File: config.mk
export PLATFORM = sky130hd
export DESIGN_NAME = stopwatch_core
export DESIGN_NICKNAME = d
export VERILOG_FILES = /design/src/rtl/sw_pkg.sv /design/src/rtl/sw_prescaler.sv /design/src/rtl/sw_edge_pulse.sv /design/src/rtl/sw_digit.sv /design/src/rtl/stopwatch_core.sv
export SDC_FILE = /design/constraint.sdc
export NUM_CORES = 1
export LEC_CHECK = 0
export ABC_AREA = 1
export ABC_CLOCK_PERIOD_IN_PS = 1600
export BUFFER_PORTS_ARGS = -buffer_cell sky130_fd_sc_hd__buf_2
export CORE_UTILIZATION = 40
export CTS_CLUSTER_SIZE = 28
export DETAILED_ROUTE_END_ITERATION = 16
export PLACE_DENSITY = 0.67
export SKIP_LAST_GASP = 1
export SYNTH_ARGS = -nofsm -noshare
export SYNTH_HDL_FRONTEND = slang
export SYNTH_SLANG_ARGS = --single-unit
export TNS_END_PERCENT = 20
File: constraint.sdc
create_clock -name clk -period 1.6 [get_ports clk]
set_input_delay 0.32 -clock clk [delete_from_list [all_inputs] [get_ports clk]]
set_output_delay 0.32 -clock clk [all_outputs]
set_load 0.05 [all_outputs]
File: src/rtl/sw_pkg.sv
package sw_pkg;
  localparam int DIGITS = 6;
  typedef logic [3:0] bcd_t;

  // Wrap value of each digit, lowest digit first.
  function automatic bcd_t digit_limit(input int idx, input int top_max);
    case (idx)
      3:       return 4'd5;
      5:       return bcd_t'(top_max);
      default: return 4'd9;
    endcase
  endfunction
endpackage

File: src/rtl/sw_prescaler.sv
module sw_prescaler #(
  parameter int TICK_DIV = 500000,
  parameter int KEY_DIV  = 4
) (
  input  logic clk,
  input  logic rst_n,
  output logic tick_o,
  output logic key_o
);
  localparam int TW = (TICK_DIV > 1) ? $clog2(TICK_DIV) : 1;
  localparam int KW = (KEY_DIV > 1) ? $clog2(KEY_DIV) : 1;

  logic [TW-1:0] cnt_q, cnt_d;
  logic [KW-1:0] sub_q, sub_d;
  logic          tick_w, key_w;

  assign tick_w = (cnt_q == TW'(TICK_DIV - 1));
  assign key_w  = tick_w && (sub_q == KW'(KEY_DIV - 1));

  always_comb begin
    cnt_d = tick_w ? '0 : cnt_q + 1'b1;
    sub_d = sub_q;
    if (tick_w) sub_d = key_w ? '0 : sub_q + 1'b1;
  end

  always_ff @(posedge clk or negedge rst_n) begin
    if (!rst_n) begin
      cnt_q <= '0;
      sub_q <= '0;
    end else begin
      cnt_q <= cnt_d;
      sub_q <= sub_d;
    end
  end

  assign tick_o = tick_w;
  assign key_o  = key_w;
endmodule

File: src/rtl/sw_edge_pulse.sv
module sw_edge_pulse (
  input  logic clk,
  input  logic rst_n,
  input  logic key_i,
  input  logic btn_i,
  output logic pulse_o
);
  logic samp_q, samp_d;
  logic pulse_q, pulse_d;

  always_comb begin
    samp_d  = key_i ? btn_i : samp_q;
    pulse_d = key_i && btn_i && !samp_q;
  end

  always_ff @(posedge clk or negedge rst_n) begin
    if (!rst_n) begin
      samp_q  <= 1'b0;
      pulse_q <= 1'b0;
    end else begin
      samp_q  <= samp_d;
      pulse_q <= pulse_d;
    end
  end

  assign pulse_o = pulse_q;
endmodule

File: src/rtl/sw_digit.sv
module sw_digit
  import sw_pkg::*;
#(
  parameter bcd_t LIMIT = 4'd9
) (
  input  logic clk,
  input  logic rst_n,
  input  logic clr_i,
  input  logic en_i,
  output bcd_t q_o,
  output logic carry_o
);
  bcd_t q_q, q_d;
  logic at_top;

  assign at_top = (q_q == LIMIT);

  always_comb begin
    q_d = q_q;
    if (clr_i)     q_d = '0;
    else if (en_i) q_d = at_top ? '0 : q_q + 4'd1;
  end

  always_ff @(posedge clk or negedge rst_n) begin
    if (!rst_n) q_q <= '0;
    else        q_q <= q_d;
  end

  assign q_o     = q_q;
  assign carry_o = en_i && at_top;
endmodule

File: src/rtl/stopwatch_core.sv
module stopwatch_core
  import sw_pkg::*;
#(
  parameter int CLK_HZ       = 50_000_000,
  parameter int TICK_HZ      = 100,
  parameter int KEY_HZ       = 25,
  parameter int MIN_TENS_MAX = 5
) (
  input  logic       clk,
  input  logic       rst_n,
  input  logic       btn_toggle,
  input  logic       btn_clear,
  output logic [3:0] hund_o,
  output logic [3:0] tenth_o,
  output logic [3:0] sec_o,
  output logic [3:0] sec_tens_o,
  output logic [3:0] min_o,
  output logic [3:0] min_tens_o,
  output logic       running_o
);
  localparam int TICK_DIV = CLK_HZ / TICK_HZ;
  localparam int KEY_DIV  = TICK_HZ / KEY_HZ;

  // reset synchronizer: asserts at once, releases after two edges
  logic rs1_q, rst_n_s;
  always_ff @(posedge clk or negedge rst_n) begin
    if (!rst_n) begin
      rs1_q   <= 1'b0;
      rst_n_s <= 1'b0;
    end else begin
      rs1_q   <= 1'b1;
      rst_n_s <= rs1_q;
    end
  end

  logic tick_stb, key_stb, clr_pulse, tgl_pulse;

  sw_prescaler #(.TICK_DIV(TICK_DIV), .KEY_DIV(KEY_DIV)) u_pre (
    .clk(clk), .rst_n(rst_n_s), .tick_o(tick_stb), .key_o(key_stb));

  sw_edge_pulse u_clr (
    .clk(clk), .rst_n(rst_n_s), .key_i(key_stb), .btn_i(btn_clear), .pulse_o(clr_pulse));
  sw_edge_pulse u_tgl (
    .clk(clk), .rst_n(rst_n_s), .key_i(key_stb), .btn_i(btn_toggle), .pulse_o(tgl_pulse));

  // run control: clear has priority over toggle
  logic run_q, run_d;
  always_comb begin
    run_d = run_q;
    if (clr_pulse)      run_d = 1'b0;
    else if (tgl_pulse) run_d = !run_q;
  end
  always_ff @(posedge clk or negedge rst_n_s) begin
    if (!rst_n_s) run_q <= 1'b0;
    else          run_q <= run_d;
  end

  // cascaded digit chain
  bcd_t              dig_q [DIGITS];
  logic [DIGITS-1:0] en_chain;
  logic [DIGITS-1:0] carry;

  assign en_chain[0] = run_q && tick_stb;

  for (genvar i = 0; i < DIGITS; i++) begin : g_dig
    if (i > 0) begin : g_link
      assign en_chain[i] = carry[i-1];
    end
    sw_digit #(.LIMIT(digit_limit(i, MIN_TENS_MAX))) u_d (
      .clk(clk), .rst_n(rst_n_s), .clr_i(clr_pulse), .en_i(en_chain[i]),
      .q_o(dig_q[i]), .carry_o(carry[i]));
  end

  assign hund_o     = dig_q[0];
  assign tenth_o    = dig_q[1];
  assign sec_o      = dig_q[2];
  assign sec_tens_o = dig_q[3];
  assign min_o      = dig_q[4];
  assign min_tens_o = dig_q[5];
  assign running_o  = run_q;
endmodule

=== After elaboration in Yosys (flattened, before gate mapping) ===
Index checks and enable logic that the tools add are counted.

* Add/subtract/negate cells: 8
* Equality and inequality tests: 8
* Mux-type cells: 22
* Reductions and logical operators: 21

{| class="wikitable"
|+ Operators with widths
! cell !! count
|-
| $mux W4 || 18
|-
| $add A4 B1 Y4 const B || 6
|-
| $add A19 B1 Y19 const B || 1
|-
| $eq A19 B19 Y1 const B || 1
|-
| $mux W19 || 1
|-
| $eq A4 B4 Y1 const B || 4
|-
| $reduce_bool A2 Y1 || 7
|-
| $logic_and A1 B1 Y1 || 11
|-
| $eq A4 B3 Y1 const B || 2
|-
| $logic_not A1 Y1 || 3
|-
| $add A2 B1 Y2 const B || 1
|-
| $eq A2 B2 Y1 const B || 1
|-
| $mux W1 || 2
|-
| $mux W2 || 1
|}

* Register bits after elaboration: 52
* Input port bits: 4
* Output and inout bits: 25
* Word-level logic and storage cells: 74

=== Longest topological paths before layout ===
* Depth in word-level cells: 9
* Gate-level depth with buffers: 11
* Mapped depth without buffers: 11

=== Cells and area by module ===
From an unflattened synthesis, not the netlist that was laid out.

* Cell total of the unflattened synthesis: 423
* Area total of the unflattened synthesis: 3047.9 sq um

{| class="wikitable"
|+ By module, submodules not included
! module !! times used !! cells each !! area each (sq um) !! seq. area each (sq um)
|-
| sw_prescaler || 1 || 158 || 1213.7 || 525.5
|-
| sw_digit (g_dig[0].u_d ...) || 4 || 40 || 265.3 || 100.1
|-
| sw_digit (g_dig[3].u_d ...) || 2 || 40 || 262.8 || 100.1
|-
| sw_edge_pulse || 2 || 7 || 71.3 || 50.0
|-
| stopwatch_core || 1 || 11 || 105.1 || 75.1
|}

=== Worst setup path after synthesis ===
OpenSTA, ideal clock, no wires.

* Path type: reg2reg
* Start point: register g_dig[0].u_d.q_q[0]
* End point: register g_dig[5].u_d.q_q[0]
* Library setup time: 119 ps
* Data arrival time: 1656 ps
* Required time: 1481 ps
* Path slack: -175 ps
* Stages on the path, launching flop included: 9
* Path buffers: 0
* Period minus slack after synthesis: 1775 ps
* Cell sequence: dfrtp_1 ha_1 nand3b_1 inv_1 nand4_2 nand2_2 nand4_2 nand2_1 nand2_1

* Longest elaborated chain between the ends: 7

{| class="wikitable"
|+ Ends and longest elaborated chain
! element !! RTL line !! RTL
|-
| from (decl) || sw_digit.sv:13 || <nowiki>bcd_t q_q, q_d;</nowiki>
|-
| from (signal assigned) || sw_digit.sv:26 || <nowiki>else q_q <= q_d;</nowiki>
|-
| $eq A4 B4 Y1 || sw_digit.sv:16 || <nowiki>assign at_top = (q_q == LIMIT);</nowiki>
|-
| $logic_and A1 B1 Y1 (5 in a row) || sw_digit.sv:30 || <nowiki>assign carry_o = en_i && at_top;</nowiki>
|-
| $reduce_bool A2 Y1 (no line) || n/a ||
|-
| to (signal assigned) || sw_digit.sv:26 ||
|-
| to (decl) || sw_digit.sv:13 ||
|}

Every way passes these cells.
A chain may end at the register's enable or synchronous reset.

=== Worst setup path in the final report ===
* Start point: register u_pre.cnt_q[1]
* End point: register u_pre.cnt_q[13]

* Longest elaborated chain between the ends: 2
* Elaborated cells between the ends (all ways): 3
* Classes of those cells: 1 x add/sub; 1 x eq/ne; 1 x mux

{| class="wikitable"
|+ Ends and longest elaborated chain
! element !! RTL line !! RTL
|-
| from (decl) || sw_prescaler.sv:13 || <nowiki>logic [TW-1:0] cnt_q, cnt_d;</nowiki>
|-
| from (signal assigned) || sw_prescaler.sv:31 || <nowiki>cnt_q <= cnt_d;</nowiki>
|-
| $add A19 B1 Y19 / $eq A19 B19 Y1 (equally long branches) || sw_prescaler.sv:21, sw_prescaler.sv:17 ||
|-
| $mux W19 (*) || sw_prescaler.sv:21 || <nowiki>cnt_d = tick_w ? '0 : cnt_q + 1'b1;</nowiki>
|-
| net u_pre.cnt_d[13] || sw_prescaler.sv:13 ||
|}

The timed path passes the listed nets; every way through them passes the cells marked *.

==> report_table.html <==
<table>
<tr><th>Metric</th><th>Value</th></tr>
<tr><th colspan="2">Status</th></tr>
<tr><td>Run status</td><td>finished, violations left</td></tr>
<tr><td>Violated checks</td><td>negative setup slack</td></tr>
<tr><th colspan="2">Hold path</th></tr>
<tr><td>Worst-case hold path end point</td><td>u_clr.samp_q</td></tr>
<tr><td>Number of cells traversed by the worst hold path</td><td>3</td></tr>
<tr><td>Source of the worst hold timing path</td><td>btn_clear</td></tr>
<tr><td>Worst min-delay path category</td><td>in -&gt; reg</td></tr>
<tr><th colspan="2">CTS</th></tr>
<tr><td>Number of buffers added by the clock tree synthesis step</td><td>5</td></tr>
<tr><td>Maximum root-to-sink buffer count</td><td>2</td></tr>
<tr><td>CTS Root Buffer Type</td><td>clkbuf_8</td></tr>
<tr><td>Latest clock arrival within the worst-skew pair</td><td>just over 0.3 ns</td></tr>
<tr><td>Clock input transition at the sequential cells of the worst setup and hold paths</td><td>0.10 ns</td></tr>
<tr><td>Clock Sinks</td><td>52</td></tr>
<tr><td>CTS tree</td><td>done</td></tr>
<tr><td>Number of H-tree levels</td><td>2</td></tr>
<tr><th colspan="2">Place</th></tr>
<tr><td>Routability cong.</td><td>0.8356</td></tr>
<tr><td>Port Buffer Count</td><td>28</td></tr>
<tr><td>Total cell area at the placement stage</td><td>around 3300 µm²</td></tr>
<tr><td>Half-perimeter wire length after placement</td><td>4.378 mm</td></tr>
<tr><th colspan="2">Timing</th></tr>
<tr><td>Tightest hold margin</td><td>between 0.2 and 0.25 ns</td></tr>
<tr><td>Portion of the clock cycle consumed by the worst path in the final layout</td><td>105.1%</td></tr>
<tr><td>Worst clock skew</td><td>0.01037 ns</td></tr>
<tr><td>Peak Freq</td><td>594.9 MHz</td></tr>
<tr><td>Number of max-slew violations in the final report</td><td>0</td></tr>
<tr><td>Setup repair after global routing missed its margin</td><td>yes</td></tr>
<tr><td>Final worst path period need</td><td>1.681 ns</td></tr>
<tr><td>Count of endpoints failing setup in the final report</td><td>17</td></tr>
<tr><td>Setup slack of the critical path after layout</td><td>-0.08089 ns</td></tr>
<tr><td>Final Hold Viols</td><td>0</td></tr>
<tr><th colspan="2">Die</th></tr>
<tr><td>Floorplan die area</td><td>roughly 7500 µm²</td></tr>
<tr><td>Initial core utilization</td><td>41.70%</td></tr>
<tr><td>I/O pin count</td><td>29</td></tr>
<tr><td>Core area</td><td>6832 µm²</td></tr>
<tr><td>Floorplan die height</td><td>between 80 and 90 µm</td></tr>
<tr><td>Die Width</td><td>86.40 µm</td></tr>
<tr><td>Placement Rows</td><td>30</td></tr>
<tr><th colspan="2">Setup path</th></tr>
<tr><td>Worst path most repeated cell</td><td>nor2_1</td></tr>
<tr><td>Worst stage delay on the critical path</td><td>between 0.3 and 0.4 ns</td></tr>
<tr><td>Worst r2r dst</td><td>u_pre.cnt_q[13]</td></tr>
<tr><td>Crit. End Element</td><td>flop</td></tr>
<tr><td>Launching element type of the critical path</td><td>flop</td></tr>
<tr><td>Worst Reg2Reg Path Length in Cells</td><td>11</td></tr>
<tr><td>R2r setup slk</td><td>-0.08 ns</td></tr>
<tr><td>WP buf/inv</td><td>2</td></tr>
<tr><td>Ordered list of cells on the worst path</td><td>buf_4 -&gt; buf_6 -&gt; nand2_4 -&gt; nor3_4 -&gt; nand2_2 -&gt; nor2_4 -&gt; nand3_2 -&gt; nor2_1 -&gt; nand2_1 -&gt; o21ai_1 -&gt; nor2_1</td></tr>
<tr><td>Largest delay contributor family on the critical path</td><td>simple AND/OR/NAND/NOR gates</td></tr>
<tr><td>Crit-path max FO</td><td>3</td></tr>
<tr><td>Required time at the endpoint of the critical path</td><td>1.80 ns</td></tr>
<tr><td>Critical-path top delay cell</td><td>dfrtp_1</td></tr>
<tr><td>Origin of the critical flop-to-flop path</td><td>u_pre.cnt_q[1]</td></tr>
<tr><td>Data arrival at the endpoint of the critical path</td><td>about 1.9 ns</td></tr>
<tr><td>Worst setup path class</td><td>reg -&gt; reg</td></tr>
<tr><th colspan="2">Yosys</th></tr>
<tr><td>Top FF cell, synth</td><td>dfrtp_1</td></tr>
<tr><td>Average footprint of a synthesized cell</td><td>8.210 µm²</td></tr>
<tr><td>Synthesized netlist net count</td><td>363</td></tr>
<tr><td>Top post-synthesis cells by count</td><td>nand2_1 (77), dfrtp_1 (52), inv_1 (47), nor2_1 (41), nand3_1 (19)</td></tr>
<tr><td>Summed instance area of the synthesized netlist</td><td>about 2800 µm²</td></tr>
<tr><td>Yosys warns</td><td>0</td></tr>
<tr><td>Number of flops mapped to enable cells by yosys</td><td>0</td></tr>
<tr><td>Area fraction of the dominant cell type after synthesis</td><td>45.67%</td></tr>
<tr><td>Ranking of synthesized cells by area</td><td>dfrtp_1 (46%), nand2_1 (10%), inv_1 (6.2%)</td></tr>
<tr><td>Yosys top cell by area</td><td>dfrtp_1</td></tr>
<tr><td>Library cells used by synthesis</td><td>35</td></tr>
<tr><td>Share of flip-flops with an asynchronous set or reset after synthesis</td><td>100.0%</td></tr>
<tr><td>Most common cell in the synthesized netlist</td><td>nand2_1</td></tr>
<tr><td>Number of instances in the synthesized netlist</td><td>approximately 350</td></tr>
<tr><td>Seq cells post-synth</td><td>52</td></tr>
<tr><td>Sequential share of the synthesized area</td><td>45.67%</td></tr>
<tr><th colspan="2">Routing</th></tr>
<tr><td>Drt first pass iters</td><td>4</td></tr>
<tr><td>Post-route DRC</td><td>0</td></tr>
<tr><td>Sum of routed wire length over all layers</td><td>6.116 mm</td></tr>
<tr><td>Wirelength per Cell</td><td>11.88 µm</td></tr>
<tr><td>Per-cell via count in the routed design</td><td>4.775</td></tr>
<tr><td>DR vias</td><td>2459</td></tr>
<tr><td>Number of nets still failing antenna checks after routing</td><td>0</td></tr>
<tr><td>Iteration-0 DRC Markers</td><td>77</td></tr>
<tr><th colspan="2">Layout</th></tr>
<tr><td>Total Nets Final</td><td>between 400 and 500</td></tr>
<tr><td>Layout overhead on the synthesized area</td><td>27.10%</td></tr>
<tr><td>Antenna cells</td><td>0</td></tr>
<tr><td>Fill count</td><td>~660</td></tr>
<tr><td>Fraction of layout instances using a drive strength above 1</td><td>29.12%</td></tr>
<tr><td>End-of-flow core utilization</td><td>53.00%</td></tr>
<tr><td>Post-route cell area</td><td>~3600 µm²</td></tr>
<tr><th colspan="2">Power and ir drop</th></tr>
<tr><td>Net switching power</td><td>0.4721 mW</td></tr>
<tr><td>Switching share of power</td><td>22.02%</td></tr>
<tr><td>Sequential fraction of design power</td><td>61.4%</td></tr>
<tr><td>Internal power consumption</td><td>1.672 mW</td></tr>
<tr><td>Maximum VDD drop</td><td>0.3745 mV</td></tr>
<tr><td>Pwr per Cell Area</td><td>592.0 nW/µm²</td></tr>
<tr><td>Clock share of power</td><td>36.9%</td></tr>
<tr><td>Static power due to leakage</td><td>roughly 1.9 nW</td></tr>
<tr><td>Combinational Power Share</td><td>~1.7%</td></tr>
<tr><th colspan="2">Global route</th></tr>
<tr><td>Initial antenna violation count</td><td>0</td></tr>
<tr><td>Vias in the first global route</td><td>2401</td></tr>
<tr><td>Pin count of the biggest net entering global routing</td><td>51</td></tr>
<tr><td>Global router's overall resource usage</td><td>17.77%</td></tr>
<tr><td>Remaining Overflow, GRT</td><td>0</td></tr>
<tr><td>First-pass GRT wire length</td><td>10.47 mm</td></tr>
<tr><th colspan="2">Run</th></tr>
<tr><td>Max Cap Viol</td><td>0</td></tr>
</table>
-- layout make-up --
cell class                 count  area, µm²  area share, %
clock buffer                   6      82.58          2.281
sequential                    52       1311          36.21
multi-input combinational    242       1441          39.81
inverter                      51      191.4          5.287
clock inverter                 2      10.01         0.2764
timing repair buffer          66      464.2          12.82
tap                           96      120.1          3.317
-- what timing repair did --
action                                 CTS  global route
setup endpoints to repair               17            39
endpoints found under the hold margin    2             0
hold buffers                             1             0
pin swaps                                7            13
resized for setup                        2            20
setup buffers                            4             7
cloned                                   0             0
-- power by group through the flow --
stage	sequential [mW]	clock, mW	combinational, mW
finish	1.32	0.791	0.0357
global route	1.32	0.871	0.0421
CTS	1.32	0.814	0.0382
detailed placement	1.34	0	0.0364
global placement	1.34	0	0.0360
floorplan	1.36	0	0.000204
-- placed cells by master (no fill, tap or decap), types with 2 or more instances in the layout --
| cell | n |
|---|---|
| nor3b_1 | 3 |
| o22ai_1 | 3 |
| nand3b_1 | 2 |
| buf_2 | 28 |
| o21ai_1 | 2 |
| clkinv_2 | 2 |
| inv_1 | 43 |
| buf_4 | 32 |
| nor4_1 | 3 |
| nor3_1 | 6 |
| buf_12 | 2 |
| nor3_2 | 3 |
| dfrtp_1 | 44 |
| xor2_1 | 17 |
| nand4_1 | 9 |
| nor2_1 | 39 |
| xnor2_1 | 2 |
| nor2_2 | 5 |
| nand2_2 | 6 |
| nor2_4 | 2 |
| a21oi_1 | 7 |
| nand2_1 | 72 |
| dfrtp_2 | 8 |
| ha_1 | 11 |
| nand4_4 | 2 |
| o21ai_2 | 2 |
| inv_2 | 8 |
| nand3_2 | 4 |
| buf_6 | 3 |
| nand2_4 | 4 |
| nand3_1 | 16 |
| o21ai_0 | 12 |
| clkbuf_8 | 6 |
-- stage by stage --
step / instances / TNS, ns / total power [mW] / worst slack, ns
after floorplan: 347 / -0.4685 / 1.360 / -0.05825
after global placement: 496 / -0.1536 / 1.379 / -0.03321
after detailed placement: 496 / -0.3374 / 1.380 / -0.05985
after CTS: 509 / -0.3545 / 2.170 / -0.04477
after global routing: 515 / -4.513 / 2.231 / -0.2143
final: 515 / -0.5273 / 2.144 / -0.08089
-- worst min-delay path, delay by kind of cell --
kind	cells	cell delay, ns
AND/OR/NAND/NOR	2	0.11
buffers and inverters	1	0.08
-- sequential cells by signal, indices dropped and copies added (netlist names) --
signal         count
u_clr.pulse_o      1
u_tgl.pulse_o      1
g_dig.u_d.q_o     24
u_pre.sub_q        2
running_o          1
rst_n_s            1
u_pre.cnt_q       19
u_tgl.samp_q       1
u_clr.samp_q       1
rs1_q              1
-- per-layer routing --
layer	vias to the layer above	wire, µm	GRT usage, %
met5	-	0	0
met4	0	102	5.758
met3	9	187	3.048
met2	41	2786	28.79
met1	1161	3040	24.25
li1	1248	-	-
-- logic make-up (layout without fill, tap and decap cells) --
kind of cell,count (synthesis),in the layout,synth area share (%)
buffers and inverters,53,125,7.114
AOI/OAI and AO/OA,28,28,5.446
DFF,52,52,45.67
xor gates and xnor gates,19,19,5.841
adders and majority gates,12,12,5.270
and+or+nand+nor,182,182,30.52
other,1,1,0.1316
-- worst max path at each step --
stage | startpoint | to | slack [ns] | cells past startpoint
2_1_floorplan | g_dig[2].u_d.q_o[0] | g_dig[4].u_d.q_o[0] | -0.06 | 8
3_3_place_gp | u_pre.cnt_q[1] | g_dig[4].u_d.q_o[1] | -0.03 | 10
3_5_place_dp | u_pre.cnt_q[1] | g_dig[4].u_d.q_o[2] | -0.06 | 10
4_1_cts | u_pre.cnt_q[1] | g_dig[5].u_d.q_o[2] | -0.04 | 10
5_1_grt | u_pre.cnt_q[1] | u_pre.cnt_q[13] | -0.21 | 11
6_report | u_pre.cnt_q[1] | u_pre.cnt_q[13] | -0.08 | 11
No activity file was read; power rests on OpenSTA's default activity.
